$ cat config.mk
export PLATFORM = sky130hd
export DESIGN_NAME = spm_cmd_ctrl
export DESIGN_NICKNAME = d
export VERILOG_FILES = /design/src/rtl/spm_pkg.sv /design/src/rtl/spm_cmd_decode.sv /design/src/rtl/spm_arm_window.sv /design/src/rtl/spm_op_seq.sv /design/src/rtl/spm_cmd_ctrl.sv
export SDC_FILE = /design/constraint.sdc
export NUM_CORES = 1
export LEC_CHECK = 0
export BUFFER_PORTS_ARGS = -buffer_cell sky130_fd_sc_hd__buf_2
export CAP_MARGIN = 20
export CORE_MARGIN = 2
export CORE_UTILIZATION = 41
export DETAILED_ROUTE_END_ITERATION = 16
export GPL_ROUTABILITY_DRIVEN = 1
export MAX_ROUTING_LAYER = met4
export PLACE_DENSITY = 0.75
export SLEW_MARGIN = 10
export SYNTH_ARGS = -nofsm -noshare
export SYNTH_HDL_FRONTEND = slang
export SYNTH_SLANG_ARGS = --single-unit
$ cat constraint.sdc
create_clock -name clk -period 1.53 [get_ports clk]
set_input_delay 0.153 -clock clk [delete_from_list [all_inputs] [get_ports clk]]
set_output_delay 0.153 -clock clk [all_outputs]
set_load 0.05 [all_outputs]
$ cat src/rtl/spm_pkg.sv
package spm_pkg;
  localparam int CMD_W   = 5;
  localparam int B_EN    = 0;
  localparam int B_ERASE = 1;
  localparam int B_WRITE = 2;
  localparam int B_LOCK  = 3;
  localparam int B_RWW   = 4;
  localparam int B_BUSY  = 6;

  typedef enum logic [2:0] {
    OP_NONE  = 3'd0,
    OP_FILL  = 3'd1,
    OP_ERASE = 3'd2,
    OP_WRITE = 3'd3,
    OP_LOCK  = 3'd4,
    OP_RWW   = 3'd5
  } spm_op_e;
endpackage

$ cat src/rtl/spm_cmd_decode.sv
module spm_cmd_decode
  import spm_pkg::*;
(
  input  logic [CMD_W-1:0] pat,
  output logic             legal,
  output spm_op_e          op
);
  always_comb begin
    legal = 1'b1;
    op    = OP_NONE;
    unique case (pat)
      5'b00001: op = OP_FILL;
      5'b00011: op = OP_ERASE;
      5'b00101: op = OP_WRITE;
      5'b01001: op = OP_LOCK;
      5'b10001: op = OP_RWW;
      default:  legal = 1'b0;
    endcase
  end
endmodule

$ cat src/rtl/spm_arm_window.sv
module spm_arm_window #(
  parameter int WIN_CYC = 4
) (
  input  logic clk,
  input  logic rst_n,
  input  logic load,
  input  logic clear,
  output logic armed,
  output logic expire
);
  localparam int CNT_W = (WIN_CYC > 1) ? $clog2(WIN_CYC) : 1;
  localparam logic [CNT_W-1:0] LAST = CNT_W'(WIN_CYC - 1);

  logic             armed_q, armed_d;
  logic [CNT_W-1:0] cnt_q, cnt_d;

  always_comb begin
    armed_d = armed_q;
    cnt_d   = cnt_q;
    if (load) begin
      armed_d = 1'b1;
      cnt_d   = '0;
    end else if (clear) begin
      armed_d = 1'b0;
    end else if (armed_q) begin
      if (cnt_q == LAST) armed_d = 1'b0;
      else               cnt_d   = cnt_q + 1'b1;
    end
  end

  always_ff @(posedge clk or negedge rst_n) begin
    if (!rst_n) begin
      armed_q <= 1'b0;
      cnt_q   <= '0;
    end else begin
      armed_q <= armed_d;
      cnt_q   <= cnt_d;
    end
  end

  assign armed  = armed_q;
  assign expire = armed_q && (cnt_q == LAST);

  p_win_open_r1: assert property (@(posedge clk) disable iff (!rst_n)
    load |=> (armed_q && cnt_q == '0));
  p_win_close_r1: assert property (@(posedge clk) disable iff (!rst_n)
    (expire && !load && !clear) |=> !armed_q);
endmodule

$ cat src/rtl/spm_op_seq.sv
module spm_op_seq
  import spm_pkg::*;
#(
  parameter int ADDR_W = 16,
  parameter int DATA_W = 16,
  parameter int WORD_W = 5
) (
  input  logic                      clk,
  input  logic                      rst_n,
  input  logic                      reg_we,
  input  logic [CMD_W-1:0]          reg_wdata,
  input  logic                      wr_legal,
  input  spm_op_e                   cur_op,
  input  logic                      armed,
  input  logic                      expire,
  input  logic                      st_valid,
  input  logic [ADDR_W-1:1]         st_zaddr,
  input  logic [DATA_W-1:0]         st_data,
  input  logic                      flash_done,
  output logic                      fire,
  output logic                      accept_wr,
  output logic [CMD_W-1:0]          cmd,
  output logic                      busy,
  output logic                      buf_we,
  output logic [WORD_W-1:0]         buf_word,
  output logic [DATA_W-1:0]         buf_data,
  output logic                      erase_req,
  output logic                      write_req,
  output logic [ADDR_W-WORD_W-2:0]  page_addr,
  output logic                      lock_pulse,
  output logic                      rww_pulse
);
  localparam int PAGE_W = ADDR_W - WORD_W - 1;

  typedef enum logic {S_IDLE = 1'b0, S_BUSY = 1'b1} seq_st_e;

  seq_st_e             st_q, st_d;
  logic [CMD_W-1:0]    cmd_q, cmd_d;
  logic [PAGE_W-1:0]   page_q;
  logic [WORD_W-1:0]   word_q;
  logic [DATA_W-1:0]   data_q;
  logic                fill_q, fill_d, er_q, er_d, wr_q, wr_d, lk_q, lk_d, rw_q, rw_d;
  logic                cap_en;

  always_comb begin
    st_d      = st_q;
    cmd_d     = cmd_q;
    fill_d    = 1'b0;
    er_d      = 1'b0;
    wr_d      = 1'b0;
    lk_d      = 1'b0;
    rw_d      = 1'b0;
    accept_wr = 1'b0;
    fire      = st_valid && armed && (st_q == S_IDLE);
    unique case (st_q)
      S_IDLE: begin
        if (fire) begin
          unique case (cur_op)
            OP_FILL:  begin fill_d = 1'b1; cmd_d = '0; end
            OP_ERASE: begin er_d = 1'b1; st_d = S_BUSY; end
            OP_WRITE: begin wr_d = 1'b1; st_d = S_BUSY; end
            OP_LOCK:  begin lk_d = 1'b1; cmd_d = '0; end
            OP_RWW:   begin rw_d = 1'b1; cmd_d = '0; end
            default:  cmd_d = '0;
          endcase
        end else if (reg_we && wr_legal) begin
          accept_wr = 1'b1;
          cmd_d     = reg_wdata;
        end else if (expire) begin
          cmd_d = '0;
        end
      end
      S_BUSY: begin
        if (flash_done) begin
          st_d  = S_IDLE;
          cmd_d = '0;
        end
      end
      default: st_d = S_IDLE;
    endcase
  end

  assign cap_en = fire;

  always_ff @(posedge clk or negedge rst_n) begin
    if (!rst_n) begin
      st_q   <= S_IDLE;
      cmd_q  <= '0;
      fill_q <= 1'b0;
      er_q   <= 1'b0;
      wr_q   <= 1'b0;
      lk_q   <= 1'b0;
      rw_q   <= 1'b0;
    end else begin
      st_q   <= st_d;
      cmd_q  <= cmd_d;
      fill_q <= fill_d;
      er_q   <= er_d;
      wr_q   <= wr_d;
      lk_q   <= lk_d;
      rw_q   <= rw_d;
    end
  end

  always_ff @(posedge clk or negedge rst_n) begin
    if (!rst_n) begin
      page_q <= '0;
      word_q <= '0;
      data_q <= '0;
    end else if (cap_en) begin
      page_q <= st_zaddr[ADDR_W-1:WORD_W+1];
      word_q <= st_zaddr[WORD_W:1];
      data_q <= st_data;
    end
  end

  assign cmd        = cmd_q;
  assign busy       = (st_q == S_BUSY);
  assign buf_we     = fill_q;
  assign buf_word   = word_q;
  assign buf_data   = data_q;
  assign erase_req  = er_q;
  assign write_req  = wr_q;
  assign page_addr  = page_q;
  assign lock_pulse = lk_q;
  assign rww_pulse  = rw_q;

  p_one_req_r3: assert property (@(posedge clk) disable iff (!rst_n)
    $onehot0({fill_q, er_q, wr_q, lk_q, rw_q}));
  p_req_busy_r8: assert property (@(posedge clk) disable iff (!rst_n)
    (er_q || wr_q) |-> (st_q == S_BUSY));
  p_en_held_r7: assert property (@(posedge clk) disable iff (!rst_n)
    (st_q == S_BUSY) |-> (cmd_q[B_EN] && (cmd_q[B_ERASE] ^ cmd_q[B_WRITE])));
  p_done_clear_r7: assert property (@(posedge clk) disable iff (!rst_n)
    (st_q == S_BUSY && flash_done) |=> (cmd_q == '0 && st_q == S_IDLE));
  p_busy_ignore_r9: assert property (@(posedge clk) disable iff (!rst_n)
    (st_q == S_BUSY && !flash_done) |=> ($stable(cmd_q) && $stable(page_q)));
  p_no_arm_quiet_r9: assert property (@(posedge clk) disable iff (!rst_n)
    (st_valid && !armed) |=> !(fill_q || er_q || wr_q || lk_q || rw_q));
endmodule

$ cat src/rtl/spm_cmd_ctrl.sv
module spm_cmd_ctrl
  import spm_pkg::*;
#(
  parameter int ADDR_W     = 16,
  parameter int DATA_W     = 16,
  parameter int PAGE_WORDS = 32,
  parameter int WIN_CYC    = 4,
  parameter int REG_W      = 8
) (
  input  logic                                      clk,
  input  logic                                      rst_n,
  input  logic                                      reg_we,
  input  logic [CMD_W-1:0]                          reg_wdata,
  output logic [REG_W-1:0]                          reg_rdata,
  input  logic                                      st_valid,
  input  logic [ADDR_W-1:1]                         st_zaddr,
  input  logic [DATA_W-1:0]                         st_data,
  input  logic                                      flash_done,
  output logic                                      buf_we,
  output logic [$clog2(PAGE_WORDS)-1:0]             buf_word,
  output logic [DATA_W-1:0]                         buf_data,
  output logic                                      erase_req,
  output logic                                      write_req,
  output logic [ADDR_W-$clog2(PAGE_WORDS)-2:0]      page_addr,
  output logic                                      lock_pulse,
  output logic                                      rww_pulse,
  output logic                                      cpu_halt
);
  localparam int WORD_W = $clog2(PAGE_WORDS);

  logic             wr_legal, cur_legal, armed, expire, fire, accept_wr, busy;
  spm_op_e          wr_op, cur_op;
  logic [CMD_W-1:0] cmd;

  spm_cmd_decode u_dec_wr (.pat(reg_wdata), .legal(wr_legal),  .op(wr_op));
  spm_cmd_decode u_dec_cur(.pat(cmd),       .legal(cur_legal), .op(cur_op));

  spm_arm_window #(.WIN_CYC(WIN_CYC)) u_win (
    .clk(clk), .rst_n(rst_n), .load(accept_wr), .clear(fire),
    .armed(armed), .expire(expire)
  );

  spm_op_seq #(.ADDR_W(ADDR_W), .DATA_W(DATA_W), .WORD_W(WORD_W)) u_seq (
    .clk(clk), .rst_n(rst_n), .reg_we(reg_we), .reg_wdata(reg_wdata),
    .wr_legal(wr_legal), .cur_op(cur_op), .armed(armed), .expire(expire),
    .st_valid(st_valid), .st_zaddr(st_zaddr), .st_data(st_data),
    .flash_done(flash_done), .fire(fire), .accept_wr(accept_wr),
    .cmd(cmd), .busy(busy), .buf_we(buf_we), .buf_word(buf_word),
    .buf_data(buf_data), .erase_req(erase_req), .write_req(write_req),
    .page_addr(page_addr), .lock_pulse(lock_pulse), .rww_pulse(rww_pulse)
  );

  always_comb begin
    reg_rdata              = '0;
    reg_rdata[CMD_W-1:0]   = cmd;
    reg_rdata[B_BUSY]      = busy;
  end

  assign cpu_halt = busy;

  p_arm_legal_r2: assert property (@(posedge clk) disable iff (!rst_n)
    armed |-> (cur_legal && cur_op != OP_NONE));
  p_wr_op_r2: assert property (@(posedge clk) disable iff (!rst_n)
    accept_wr |-> (wr_legal && wr_op != OP_NONE));
  p_halt_busy_r8: assert property (@(posedge clk) disable iff (!rst_n)
    (erase_req || write_req) |-> cpu_halt);
endmodule

== After elaboration in Yosys (flattened, before gate mapping) ==
Index checks and enable logic that the tools add are counted.
Cells by class
  $add $sub $neg: 1
  equal/unequal tests: 21
  mux-type cells: 38
  bitwise gates (word level): 1
  reductions and logical operators: 9
Operators by type and width (count)
  1-bit 2-to-1 mux: 26
  5-bit 2-to-1 mux: 5
  3-bit case mux with 5 select lines: 1
  5-bit by 1-bit == test with 1-bit output (second input constant): 2
  5-bit by 2-bit == test with 1-bit output (second input constant): 2
  5-bit by 3-bit == test with 1-bit output (second input constant): 2
  5-bit by 4-bit == test with 1-bit output (second input constant): 2
  5-bit == test (second input constant): 2
  5-bit case mux with 2 select lines: 1
  2-bit 2-to-1 mux: 4
  3-bit by 2-bit == test with 1-bit output (second input constant): 2
  3-bit == test (second input constant): 2
  3-bit AND reduction: 2
  5-bit OR reduction: 1
  1-bit logical AND: 4
  2-bit != test (second input constant): 2
  4-bit != test (second input constant): 1
  3-bit by 1-bit == test with 1-bit output (second input constant): 1
  3-bit != test (second input constant): 1
  2-bit by 1-bit adder with 2-bit output (second input constant): 1
  2-bit == test (second input constant): 1
  2-bit by 1-bit != test with 1-bit output (second input constant): 1
  1-bit case mux with 2 select lines: 1
  2-bit nonzero test: 1
  other kinds (2): 2
Word-level totals
  bits in registers: 45
  input port bits: 41
  output and inout bits: 45
  logic and storage cells: 82

== Depth between registers and ports, before layout ==
Gate-level depths: netlist of the first run.
  depth in word-level cells: 9
  mapped depth: 5
  mapped depth without buffers: 5

== Modules after synthesis ==
A second synthesis of the first run with hierarchy kept.
Unflattened totals
  cell total of the unflattened synthesis: 198
  area total of the unflattened synthesis: 1935.6 um2
By module, submodules not included
  spm_op_seq: instances 1, cells an instance 163, area an instance 1599.0 um2, seq. area each 1051.0 um2
  spm_arm_window: instances 1, cells an instance 13, area an instance 162.7 um2, seq. area each 75.1 um2
  spm_cmd_decode: instances 2, cells an instance 9, area an instance 73.8 um2, seq. area each 0.0 um2
  spm_cmd_ctrl: instances 1, cells an instance 4, area an instance 26.3 um2, seq. area each 0.0 um2

== Worst setup path before layout of the first run ==
OpenSTA, ideal clock, no wires.
  path type: register to register
  from: register u_seq.st_q, in the netlist u_seq.busy
  to: register u_seq.cmd_q[0], in the netlist u_seq.cmd[0]
  setup time: 0.119 ns
  arrival time: 1.690 ns
  data required time: 1.411 ns
  setup slack: -0.279 ns
  cell stages (with the launch flop): 6
  path through: dfrtp_1 -> and3b_1 -> clkbuf_1 -> a41oi_1 -> o41ai_1 -> a21o_2
On the way
  longest elaborated chain between the ends: 4
  elaborated cells between the ends (all ways): 8
  those cells by class: eq/ne: 3; mux: 2; bitwise: 1; reduce/logical: 2
RTL lines
  start, declared: RTL line spm_op_seq.sv:37  | seq_st_e st_q, st_d;
  start signal, assigned: RTL line spm_op_seq.sv:95  | st_q <= st_d;
  1-bit inverter: RTL line spm_op_seq.sv:54, spm_op_seq.sv:55
  1-bit logical AND: RTL line spm_op_seq.sv:54  | fire = st_valid && armed && (st_q == S_IDLE);
  4-bit != test (no source line) (tied with other cells)
  3-bit AND reduction (no source line) or 5-bit case mux with 2 select lines (tied branches)
  end signal, assigned: RTL line spm_op_seq.sv:96  | cmd_q <= cmd_d;
  end, declared: RTL line spm_op_seq.sv:38  | logic [CMD_W-1:0] cmd_q, cmd_d;
Parallel ways exist; a longest one is shown, timed or not.
A chain may end at the register's enable or synchronous reset.

== Final worst setup path of the first run ==
  from: register u_win.cnt_q[0]
  to: register u_seq.cmd_q[1], in the netlist u_seq.cmd[1]
On the way
  longest elaborated chain between the ends: 4
RTL lines
  start, declared: RTL line spm_arm_window.sv:15  | logic [CNT_W-1:0] cnt_q, cnt_d;
  start signal, assigned: RTL line spm_arm_window.sv:37  | cnt_q <= cnt_d;
  2-bit == test: RTL line spm_arm_window.sv:42  | assign expire = armed_q && (cnt_q == LAST);
  1-bit logical AND: RTL line spm_arm_window.sv:42
  4-bit != test (no source line)
  3-bit AND reduction (no source line)
Every way passes these cells.

==> summary.md, run 1 <==
| Metric | Value |
|---|---|
| Die ar. | 5010 µm² |
| Sequential cell fraction of total power | 0.326 |
| MaxCap Viol Count | 0 |
| Kind of critical path | reg2reg |
| Met1 Use GR | 0.223 |
| Share of post-route cells with drive strength above 1 | 0.390 |
| Area growth from synthesis to layout | 38.6% |
| Hpwl dp | 2980 µm |
| Largest net degree at the start of global routing | 33 |
| R2R cell count | 4 |
| Design Area, Final | 2530 µm² |
| Flops & latches, synth | 45 |
| TritonCTS sink count | 45 |
| Clock Root Buffer | clkbuf_8 |
| Worst hold path type | in2reg |
| Logic pwr share | 0.523 |
| CP endpoint kind | flip-flop |
| Starting Density | 0.422 |
| Setup Viol. Count Final | 0 |
| Post-Synthesis Cells | 190 |
| Critical Path Source Type | flip-flop |
| I/O pin total | 86 |
| Die width | about 71 µm |
| Leak pwr | 1.43 nW |
| CP cell instances | ha_2 > o21a_1 > o41ai_4 > a22o_1 |
| Worst Clk Skew | 12.6 ps |
| P_int | 0.00302 W |
| Final worst path period share | 0.977 |
| Detail Route Antenna Nets | 0 |
| Clock H-tree levels | 2 |
| Fin crit period | 1490 ps |
| Fillcell total | 391 |
| First-pass GRT wire length | around 6700 µm |
| Top Usage Layer GRT | met2 |
| FMAX | 669 MHz |
| Commonest non-fill, non-tap cell in the layout | nand2_1 |
| Cts bufs inserted | 5 |
| RSZ-0062 raised after global routing | true |
| Grt met2 use | 0.272 |
| Worst setup path end | u_seq.cmd[1] |
| Congestion Overflow GR | 0 |
| Critical-path top delay cell | o41ai_4 |
| # rows | 24 |
| Flop-to-flop setup slack | 40 ps |
| Worst r2r src | u_win.cnt_q[0] |
| Placed cell area | about 2400 µm² |
| Ys Warns | 0 |
| Pins over their slew limit | 0 |
| Required @ worst endpoint | 1770 ps |
| Initial antenna violation count | 0 |
| Total number of vias | ~1600 |
| Psw | roughly 0.003 W |
| Worst skew pair latency | 300 ps |
| ANT cells | 0 |
| Mapped Area | 1830 µm² |
| Hold Vio Cnt, Final | 0 |
| Outcome | complete, no violations |
| Synth top area cells | dfrtp_1 (62%), nand2_1 (20%), a22o_1 (1.9%) |
| Pre-antenna DRT Iters | 4 |
| Worst hold margin | about 43 ps |
| Core Area | 4320 µm² |
| Worst-Margin Slew | 502 ps |
| Initial DRC count | 66 |
| Syn avg cell area | 9.61 µm² |
| Total power draw | between 0.006 and 0.007 W |
| Slew headroom | 0.665 |
| Clock share of power | 0.151 |
| Dpl cells | 321 |
| CTS max path bufs | 2 |
| Sw frac | 0.499 |
| DRC | 0 |
| Worst-path fanout max | 5 |
| WL/cell | approximately 12 µm |
| Die height | 70.8 µm |
| Pre-CTS WS | -63.4 ps |
| Worst reg2reg path endpoint | u_seq.cmd[1] |
| Pwr Density | 2390 nW/µm² |
| Finished Layout Cells | between 300 and 400 |
| Final Worst Setup Slack | 35.5 ps |
| Met3 Use GR | 0.0456 |
| Commonest non-fill, non-tap cells in the layout | nand2_1 (95), buf_2 (83), dfrtp_1 (42) |
| CTS tree | done |
| Clock slew at reported path FFs | 80 ps |
| Synth top area share | 0.616 |
| Max VDD drop | ~0.0011 V |
| Critical path origin | u_win.cnt_q[0] |
| GP Congestion | 0.762 |
| Cell taking the most area after synthesis | dfrtp_1 |
| Number of library cell types mapped by synthesis | 27 |
| DR vias/cell | 4.67 |
| Number of port buffers | 83 |
| Critical path arrival | 1730 ps |
| Nets | roughly 320 |
| Slowest Stage Delay on Critical Path | 440 ps |
| Via count of the first global-routing pass | 1471 |
| Sequential area share after synthesis | 0.616 |
| Drt total wl | 4010 µm |
| Total track usage | 0.175 |
## how the worst min path moves through the flow
stage / slack [ps] / cells after the start / startpoint / endpoint
after global placement: 140 / 1 / rst_n / u_seq.buf_data[14]
final: 40 / 3 / st_data[3] / u_seq.buf_data[3]
after global routing: 50 / 3 / st_data[11] / u_seq.buf_data[11]
after CTS: 30 / 3 / st_data[1] / u_seq.buf_data[1]
after floorplan: -140 / 0 / rst_n / u_seq.buf_data[0]
after detailed placement: 150 / 1 / rst_n / u_seq.buf_data[14]
## what timing repair did
action,CTS,global route
gates resized for setup,0,4
setup endpoints to repair,0,11
setup buffers,0,4
hold buffers,1,0
endpoints found under the hold margin,20,0
## state kept, by name (all words and copies together), names as in the netlist
signal,count
u_seq.write_req,1
u_win.armed,1
u_seq.rww_pulse,1
u_seq.busy,1
u_seq.cmd,5
u_win.cnt_q,2
u_seq.erase_req,1
u_seq.buf_data,16
u_seq.lock_pulse,1
u_seq.page_addr,10
u_seq.buf_word,5
u_seq.buf_we,1
## kinds of logic after synthesis
logic type,share of synthesized area
compound gates,0.0664
xor+xnor,0.00480
fa+ha+maj,0.0123
buf+inv,0.0308
flops,0.616
other cells,0.00205
simple gates,0.267
## routing by layer
layer	vias up	part of all wire
li1	780	-
met1	717	0.45
met2	55	0.47
met3	7	0.066
met4	0	0.015
met5	-	0
## critical path, delay by kind of cell (launching register included)
kind	cells	cell delay [ps]
fa+ha+maj	1	200
flops	1	410
compound gates	3	820
## cell type report
type	instances	area (µm²)	share of cell area
repair buffers	94	529	0.209
multi-input cells	134	684	0.270
inverters	1	3.75	0.00148
well taps	52	65.1	0.0257
clock inverters	1	30.0	0.0119
clock buffers	7	86.3	0.0341
flip-flops and latches	45	1130	0.447
## cells in the mapped netlist
library cell  count
buf_4             3
nand2_1          95
o21ai_0           2
nor2b_1           2
a21o_2            1
nor3_1            3
maj3_1            1
nor4b_1           2
nor3b_1           1
and3b_1           3
o41ai_1           1
a41oi_1           1
inv_1             1
xor2_1            1
nand3b_1          2
buf_1             2
dfrtp_1          45
clkbuf_1          6
conb_1            1
or3_1             1
o21a_1            3
a2111oi_4         1
nand3_1           2
nor2_1            4
and2_1            1
a22o_1            4
ha_1              1
## power groups by stage
stage / Sequential, W / Combinational (W) / Clock, W
CTS: 0.00197 / 0.00312 / 0.000941
global route: 0.00204 / 0.00339 / 0.000974
finish: 0.00197 / 0.00316 / 0.000911
floorplan: 0.00352 / 0.000789 / 0
detailed placement: 0.00200 / 0.00311 / 0
global placement: 0.00199 / 0.00305 / 0
## metrics by stage
stage | TNS (ps) | utilization
after floorplan | -104 | -
after global placement | -52.5 | 0.546
after detailed placement | -312 | 0.546
after CTS | 0 | 0.575
after global routing | -118 | 0.585
final | 0 | 0.585
No activity file was read; power rests on OpenSTA's default activity.
==> inputs of run 2 (changes only) <==
--- a/config.mk
+++ b/config.mk
@@ -5,14 +5,17 @@
 export SDC_FILE = /design/constraint.sdc
 export NUM_CORES = 1
 export LEC_CHECK = 0
+export ABC_CLOCK_PERIOD_IN_PS = 1530
 export BUFFER_PORTS_ARGS = -buffer_cell sky130_fd_sc_hd__buf_2
 export CAP_MARGIN = 20
+export CELL_PAD_IN_SITES_DETAIL_PLACEMENT = 2
+export CELL_PAD_IN_SITES_GLOBAL_PLACEMENT = 2
 export CORE_MARGIN = 2
-export CORE_UTILIZATION = 41
+export CORE_UTILIZATION = 23
 export DETAILED_ROUTE_END_ITERATION = 16
 export GPL_ROUTABILITY_DRIVEN = 1
 export MAX_ROUTING_LAYER = met4
-export PLACE_DENSITY = 0.75
+export PLACE_DENSITY_LB_ADDON = 0.1
 export SLEW_MARGIN = 10
 export SYNTH_ARGS = -nofsm -noshare
 export SYNTH_HDL_FRONTEND = slang
==> run 2 against run 1 <==
Effect of this change: utilization is 25 points lower; cell area is 3.9% higher; fmax is 0.11% lower; critical path depth stayed put; via count is 5.5% higher; die area is 73% higher; sequential share of layout area is 1.7 points lower; critical path type unchanged; highest routed layer is now met3.
==> summary.md, run 2 (synthesized netlist as in run 1, its figures left out) <==
| Metric | Value |
|---|---|
| Worst hold path type | in2reg |
| WL/cell | between 10 and 15 µm |
| Worst reg2reg path endpoint | u_seq.cmd[0] |
| Total track usage | 0.130 |
| Detail Route Antenna Nets | 0 |
| Clock share of power | 0.125 |
| Crit path max-delay family | compound AO/OA/AOI/OAI gates |
| Worst hold margin | 47.7 ps |
| CP endpoint kind | flip-flop |
| R2R cell count | 4 |
| Worst skew pair latency | 290 ps |
| Share of post-route cells with drive strength above 1 | 0.399 |
| FMAX | about 670 MHz |
| CTS max path bufs | 2 |
| Initial DRC count | 23 |
| DRC | 0 |
| Cell depth of the worst setup path | 4 |
| Worst-path fanout max | 5 |
| Drt total wl | around 5300 µm |
| Largest net degree at the start of global routing | 38 |
| ANT cells | 0 |
| CTS tree | done |
| CP cell instances | and3b_2 > a41oi_2 > o41ai_4 > a21o_2 |
| I/O pin total | 86 |
| MaxCap Viol Count | 0 |
| Final worst path period share | 0.978 |
| Outcome | complete, no violations |
| Commonest non-fill, non-tap cells in the layout | nand2_1 (95), buf_2 (83), dfrtp_1 (42) |
| Slowest Stage Delay on Critical Path | approximately 450 ps |
| Max reg flops | 16 |
| Die width | roughly 93 µm |
| Number of port buffers | just over 80 |
| Total number of vias | 1645 |
| Required @ worst endpoint | 1720 ps |
| Die height | 93.1 µm |
| # rows | 32 |
| Max VDD drop | 0.000501 V |
| Critical Path Source Type | flip-flop |
| Pwr Density | about 2300 nW/µm² |
| Worst Clk Skew | 8.93 ps |
| Flop-to-flop setup slack | 30 ps |
| RSZ-0062 raised after global routing | true |
| DR vias/cell | 4.24 |
| Pins over their slew limit | 0 |
| Setup Viol. Count Final | 0 |
| Logic pwr share | 0.550 |
| Starting Density | 0.236 |
| Dpl cells | 376 |
| P_int | a little under 0.003 W |
| Initial antenna violation count | 0 |
| Worst r2r src | u_seq.busy |
| Hpwl dp | 3860 µm |
| Clock H-tree levels | 2 |
| Critical path origin | u_seq.busy |
| Critical path arrival | between 1500 and 2000 ps |
| Leak pwr | between 1 and 1.5 nW |
| Pre-antenna DRT Iters | 3 |
| First-pass GRT wire length | 8660 µm |
| Core Area | 7730 µm² |
| Cts bufs inserted | 5 |
| Bufs and invs on worst path | 0 |
| Die ar. | roughly 8700 µm² |
| Psw | 0.00309 W |
| Sequential cell fraction of total power | 0.325 |
| Kind of critical path | reg2reg |
| Clock slew at reported path FFs | 80 ps |
| Worst setup path end | u_seq.cmd[0] |
| TritonCTS sink count | 45 |
| Nets | 327 |
| Via count of the first global-routing pass | approximately 1700 |
| Critical-path top delay cell | dfrtp_4 |
| Hold Vio Cnt, Final | 0 |
| Congestion Overflow GR | 0 |
| Fin crit period | 1500 ps |
| Clock Root Buffer | clkbuf_8 |
| Finished Layout Cells | 388 |
| Sw frac | 0.514 |
| Area growth from synthesis to layout | 43.9% |
| Commonest non-fill, non-tap cell in the layout | nand2_1 |
| GP Congestion | 0.682 |
-- run 2: worst min-delay path by stage --
stage	start	end	slack (ps)	depth (start not counted)
2_1_floorplan	rst_n	u_seq.buf_data[0]	-140	0
3_3_place_gp	rst_n	u_seq.page_addr[0]	140	1
3_5_place_dp	rst_n	u_seq.page_addr[0]	140	1
4_1_cts	st_data[1]	u_seq.buf_data[1]	40	3
5_1_grt	st_data[4]	u_seq.buf_data[4]	50	3
6_report	st_data[1]	u_seq.buf_data[1]	50	3
-- run 2: what timing repair did --
item                                    4_1_cts  5_1_grt
pin swaps                                     3        3
gates cloned                                  0        1
buffers inserted                              2        0
gates resized for setup                       1        4
endpoints found under the hold margin        18        0
hold buffers                                  1        0
endpoints found under the setup margin        5       10
-- run 2: final cells by class --
cell class,instances,area (µm²)
Clock buffer,8,90.1
Sequential cell,45,1130
Fill cell,889,5100
Inverter,1,3.75
Timing Repair Buffer,98,586
Multi-Input combinational cell,134,689
Tap cell,102,128
-- run 2: stage by stage --
step / utilization / setup WS, ps / instance area (µm²) / total power, W / TNS [ps]
after floorplan: - / -36.9 / 1860 / 0.00431 / -104
after detailed placement: 0.320 / -50.8 / 2470 / 0.00525 / -230
after CTS: 0.335 / 27.6 / 2590 / 0.00608 / 0
final: 0.340 / 33.9 / 2630 / 0.00602 / 0
after global placement: 0.320 / -29.3 / 2470 / 0.00520 / -124
after global routing: 0.340 / -44.3 / 2630 / 0.00645 / -165
-- run 2: routing by layer --
layer  vias to the layer above  global-route usage  share of wire
met4                         0              0.0331              0
met1                       810               0.163           0.45
met3                         0              0.0282          0.042
met2                        47               0.214           0.51
met5                         -                   -              0
li1                        788                   -              -
-- run 2: power by group through the flow --
| stage | registers [W] | logic, W | clock network [W] |
|---|---|---|---|
| floorplan | 0.00352 | 0.000789 | 0 |
| global placement | 0.00199 | 0.00321 | 0 |
| detailed placement | 0.00200 | 0.00325 | 0 |
| CTS | 0.00197 | 0.00331 | 0.000802 |
| global route | 0.00204 | 0.00356 | 0.000847 |
| finish | 0.00196 | 0.00331 | 0.000754 |
-- run 2: worst reg2reg max path: cells and delay by family (launching register included) --
family,cells,cell delay (ps)
flops,1,450
compound gates,3,680
simple gates,1,270
==> inputs of run 3 (changes only) <==
--- a/config.mk
+++ b/config.mk
@@ -6,17 +6,18 @@
 export NUM_CORES = 1
 export LEC_CHECK = 0
 export ABC_CLOCK_PERIOD_IN_PS = 1530
-export BUFFER_PORTS_ARGS = -buffer_cell sky130_fd_sc_hd__buf_2
 export CAP_MARGIN = 20
 export CELL_PAD_IN_SITES_DETAIL_PLACEMENT = 2
 export CELL_PAD_IN_SITES_GLOBAL_PLACEMENT = 2
 export CORE_MARGIN = 2
-export CORE_UTILIZATION = 23
+export CORE_UTILIZATION = 32
 export DETAILED_ROUTE_END_ITERATION = 16
+export DONT_BUFFER_PORTS = 1
 export GPL_ROUTABILITY_DRIVEN = 1
 export MAX_ROUTING_LAYER = met4
 export PLACE_DENSITY_LB_ADDON = 0.1
 export SLEW_MARGIN = 10
 export SYNTH_ARGS = -nofsm -noshare
 export SYNTH_HDL_FRONTEND = slang
+export SYNTH_HIERARCHICAL = 1
 export SYNTH_SLANG_ARGS = --single-unit
==> run 3 against run 2 <==
Effect of this change: the run now ends with negative setup slack left; fmax is 5.8% lower; critical path depth increased by 1; cell count down 19%.
==> summary.md, run 3 <==
| Metric | Value |
|---|---|
| Commonest non-fill, non-tap cells in the layout | nand2_1 (95), dfrtp_1 (38), dlygate4sd3_1 (37) |
| Sw frac | 0.539 |
| FMAX | 629 MHz |
| R2R cell count | 5 |
| Clock Root Buffer | clkbuf_8 |
| Clock H-tree levels | 2 |
| Commonest non-fill, non-tap cell in the layout | nand2_1 |
| Number of port buffers | 0 |
| Drt total wl | ~5400 µm |
| Worst skew pair latency | 290 ps |
| Fin crit period | 1590 ps |
| Required @ worst endpoint | 1760 ps |
| Total number of vias | 1516 |
| Max reg flops | 16 |
| Failing checks | negative setup slack |
| Worst-Margin Slew | 509 ps |
| Outcome | finished with violations |
| Bufs and invs on worst path | 0 |
| Share of post-route cells with drive strength above 1 | 0.177 |
| Worst hold path type | in2reg |
| Detail Route Antenna Nets | 0 |
| Critical path arrival | 1810 ps |
| Ys Warns | 6 |
| Largest net degree at the start of global routing | 46 |
| Placed cell area | 2030 µm² |
| First-pass GRT wire length | 8460 µm |
| Design Area, Final | about 2600 µm² |
| Pre-antenna DRT Iters | 2 |
| Initial DRC count | 31 |
| Pins over their slew limit | 0 |
| Clock slew at reported path FFs | 80 ps |
| Fillcell total | around 590 |
| Psw | between 0.002 and 0.003 W |
| Initial antenna violation count | 0 |
| Critical Path Source Type | flip-flop |
| Hold path depth | 2 |
| Leak pwr | approximately 1.3 nW |
| Syn avg cell area | 9.85 µm² |
| Crit path max-delay family | compound AO/OA/AOI/OAI gates |
| Post-Synthesis Cells | 189 |
| Hold Vio Cnt, Final | 0 |
| Core Area | around 5600 µm² |
| Nets | 284 |
| Die height | 80.3 µm |
| DR vias/cell | 4.81 |
| TritonCTS sink count | 45 |
| Slowest Stage Delay on Critical Path | 440 ps |
| Starting Density | 0.334 |
| Pwr Density | 2130 nW/µm² |
| GP Congestion | 0.729 |
| Mapped Area | ~1900 µm² |
| Sequential cell fraction of total power | 0.619 |
| Worst-path fanout max | 5 |
| CP cell instances | xnor2_2 > nor4b_4 > nand4b_1 > o221ai_4 > a22o_1 |
| ANT cells | 0 |
| Cell depth of the worst setup path | 5 |
| Kind of critical path | reg2reg |
| Clock share of power | 0.130 |
| WL/cell | between 15 and 20 µm |
| CTS tree | done |
| MaxCap Viol Count | 0 |
| Dpl cells | about 270 |
| DRC | 0 |
| Critical-path top delay cell | dfrtp_2 |
| Final Worst Setup Slack | -58.6 ps |
| Total power draw | 0.00545 W |
| Total track usage | 0.180 |
| Area growth from synthesis to layout | 37.2% |
| CP endpoint kind | flip-flop |
| Cts bufs inserted | 5 |
| Logic pwr share | 0.251 |
| I/O pin total | between 80 and 90 |
| Worst Clk Skew | ~3.2 ps |
| RSZ-0062 raised after global routing | true |
| CTS max path bufs | 2 |
| Hpwl dp | between 3000 and 4000 µm |
| Finished Layout Cells | ~320 |
| Setup Viol. Count Final | 5 |
| Die ar. | 6440 µm² |
| Congestion Overflow GR | 0 |
| Via count of the first global-routing pass | 1740 |
| # rows | 27 |
| P_int | roughly 0.0025 W |
| Die width | 80.3 µm |
| Slew headroom | 0.661 |
| Max VDD drop | 0.000804 V |
| Final worst path period share | 1.04 |
[run 3: cell types whose count changed in the layout (fill, tap and decap cells not counted), moves of 4 or more]
cell,change
dfrtp_2,+5
dfrtp_1,-4
buf_2,-83
dlygate4sd3_1,+36
nand2b_1,+5
buf_4,+6
[run 3: per-stage QoR]
stage | utilization | setup slack [ps] | setup TNS (ps) | hold WS, ps
floorplan | - | -151 | -706 | -143
global placement | 0.365 | 46.8 | 0 | -142
detailed placement | 0.365 | -16.0 | -38.1 | -141
CTS | 0.453 | -40.1 | -146 | 3.86
global route | 0.458 | -134 | -632 | 167
finish | 0.458 | -58.6 | -239 | 179
[run 3: worst paths after layout]
path,start,endpoint,slack [ps]
min in group asynchronous,rst_n,u_seq/buf_word[1],360
worst max register to register,u_seq/cmd[2],u_seq/cmd[4],-60
worst max-delay path,u_seq/cmd[2],u_seq/cmd[4],-60
worst min-delay path,st_valid,u_seq/busy,180
max in group asynchronous,rst_n,u_win/armed,960
worst min register to register,u_win/cnt_q[1],u_win/cnt_q[1],590
[run 3: layout make-up]
type / instances / area [µm²] / share of cell area
clock buffers: 6 / 72.6 / 0.0284
clock inverters: 2 / 10.0 / 0.00392
inverters: 1 / 3.75 / 0.00147
multi-input cells: 135 / 726 / 0.284
flip-flops and latches: 45 / 1130 / 0.444
well taps: 72 / 90.1 / 0.0353
repair buffers: 54 / 518 / 0.203
[run 3: power groups by stage]
| stage | clock network, W | logic, W | registers (W) |
|---|---|---|---|
| floorplan | 0 | 0.000738 | 0.00346 |
| global placement | 0 | 0.00111 | 0.00339 |
| detailed placement | 0 | 0.00120 | 0.00342 |
| CTS | 0.000736 | 0.00135 | 0.00339 |
| global route | 0.000785 | 0.00153 | 0.00345 |
| finish | 0.000706 | 0.00137 | 0.00337 |
[run 3: routing by layer]
metal | GRT usage | vias to the layer above | wire [µm] | share of wire
met5 | - | - | 0 | 0
met2 | 0.329 | 44 | 3030 | 0.56
met3 | 0.0427 | 6 | 303 | 0.056
met1 | 0.189 | 763 | 2020 | 0.37
met4 | 0.0610 | 0 | 51 | 0.0094
li1 | - | 703 | - | -
[run 3: timing repair]
action,in CTS,in global routing
hold endpoints to repair,80,1
cloned,0,0
endpoints found under the setup margin,6,6
gates resized for setup,2,3
hold buffers,37,1
setup buffers,2,0
pin swaps,3,2
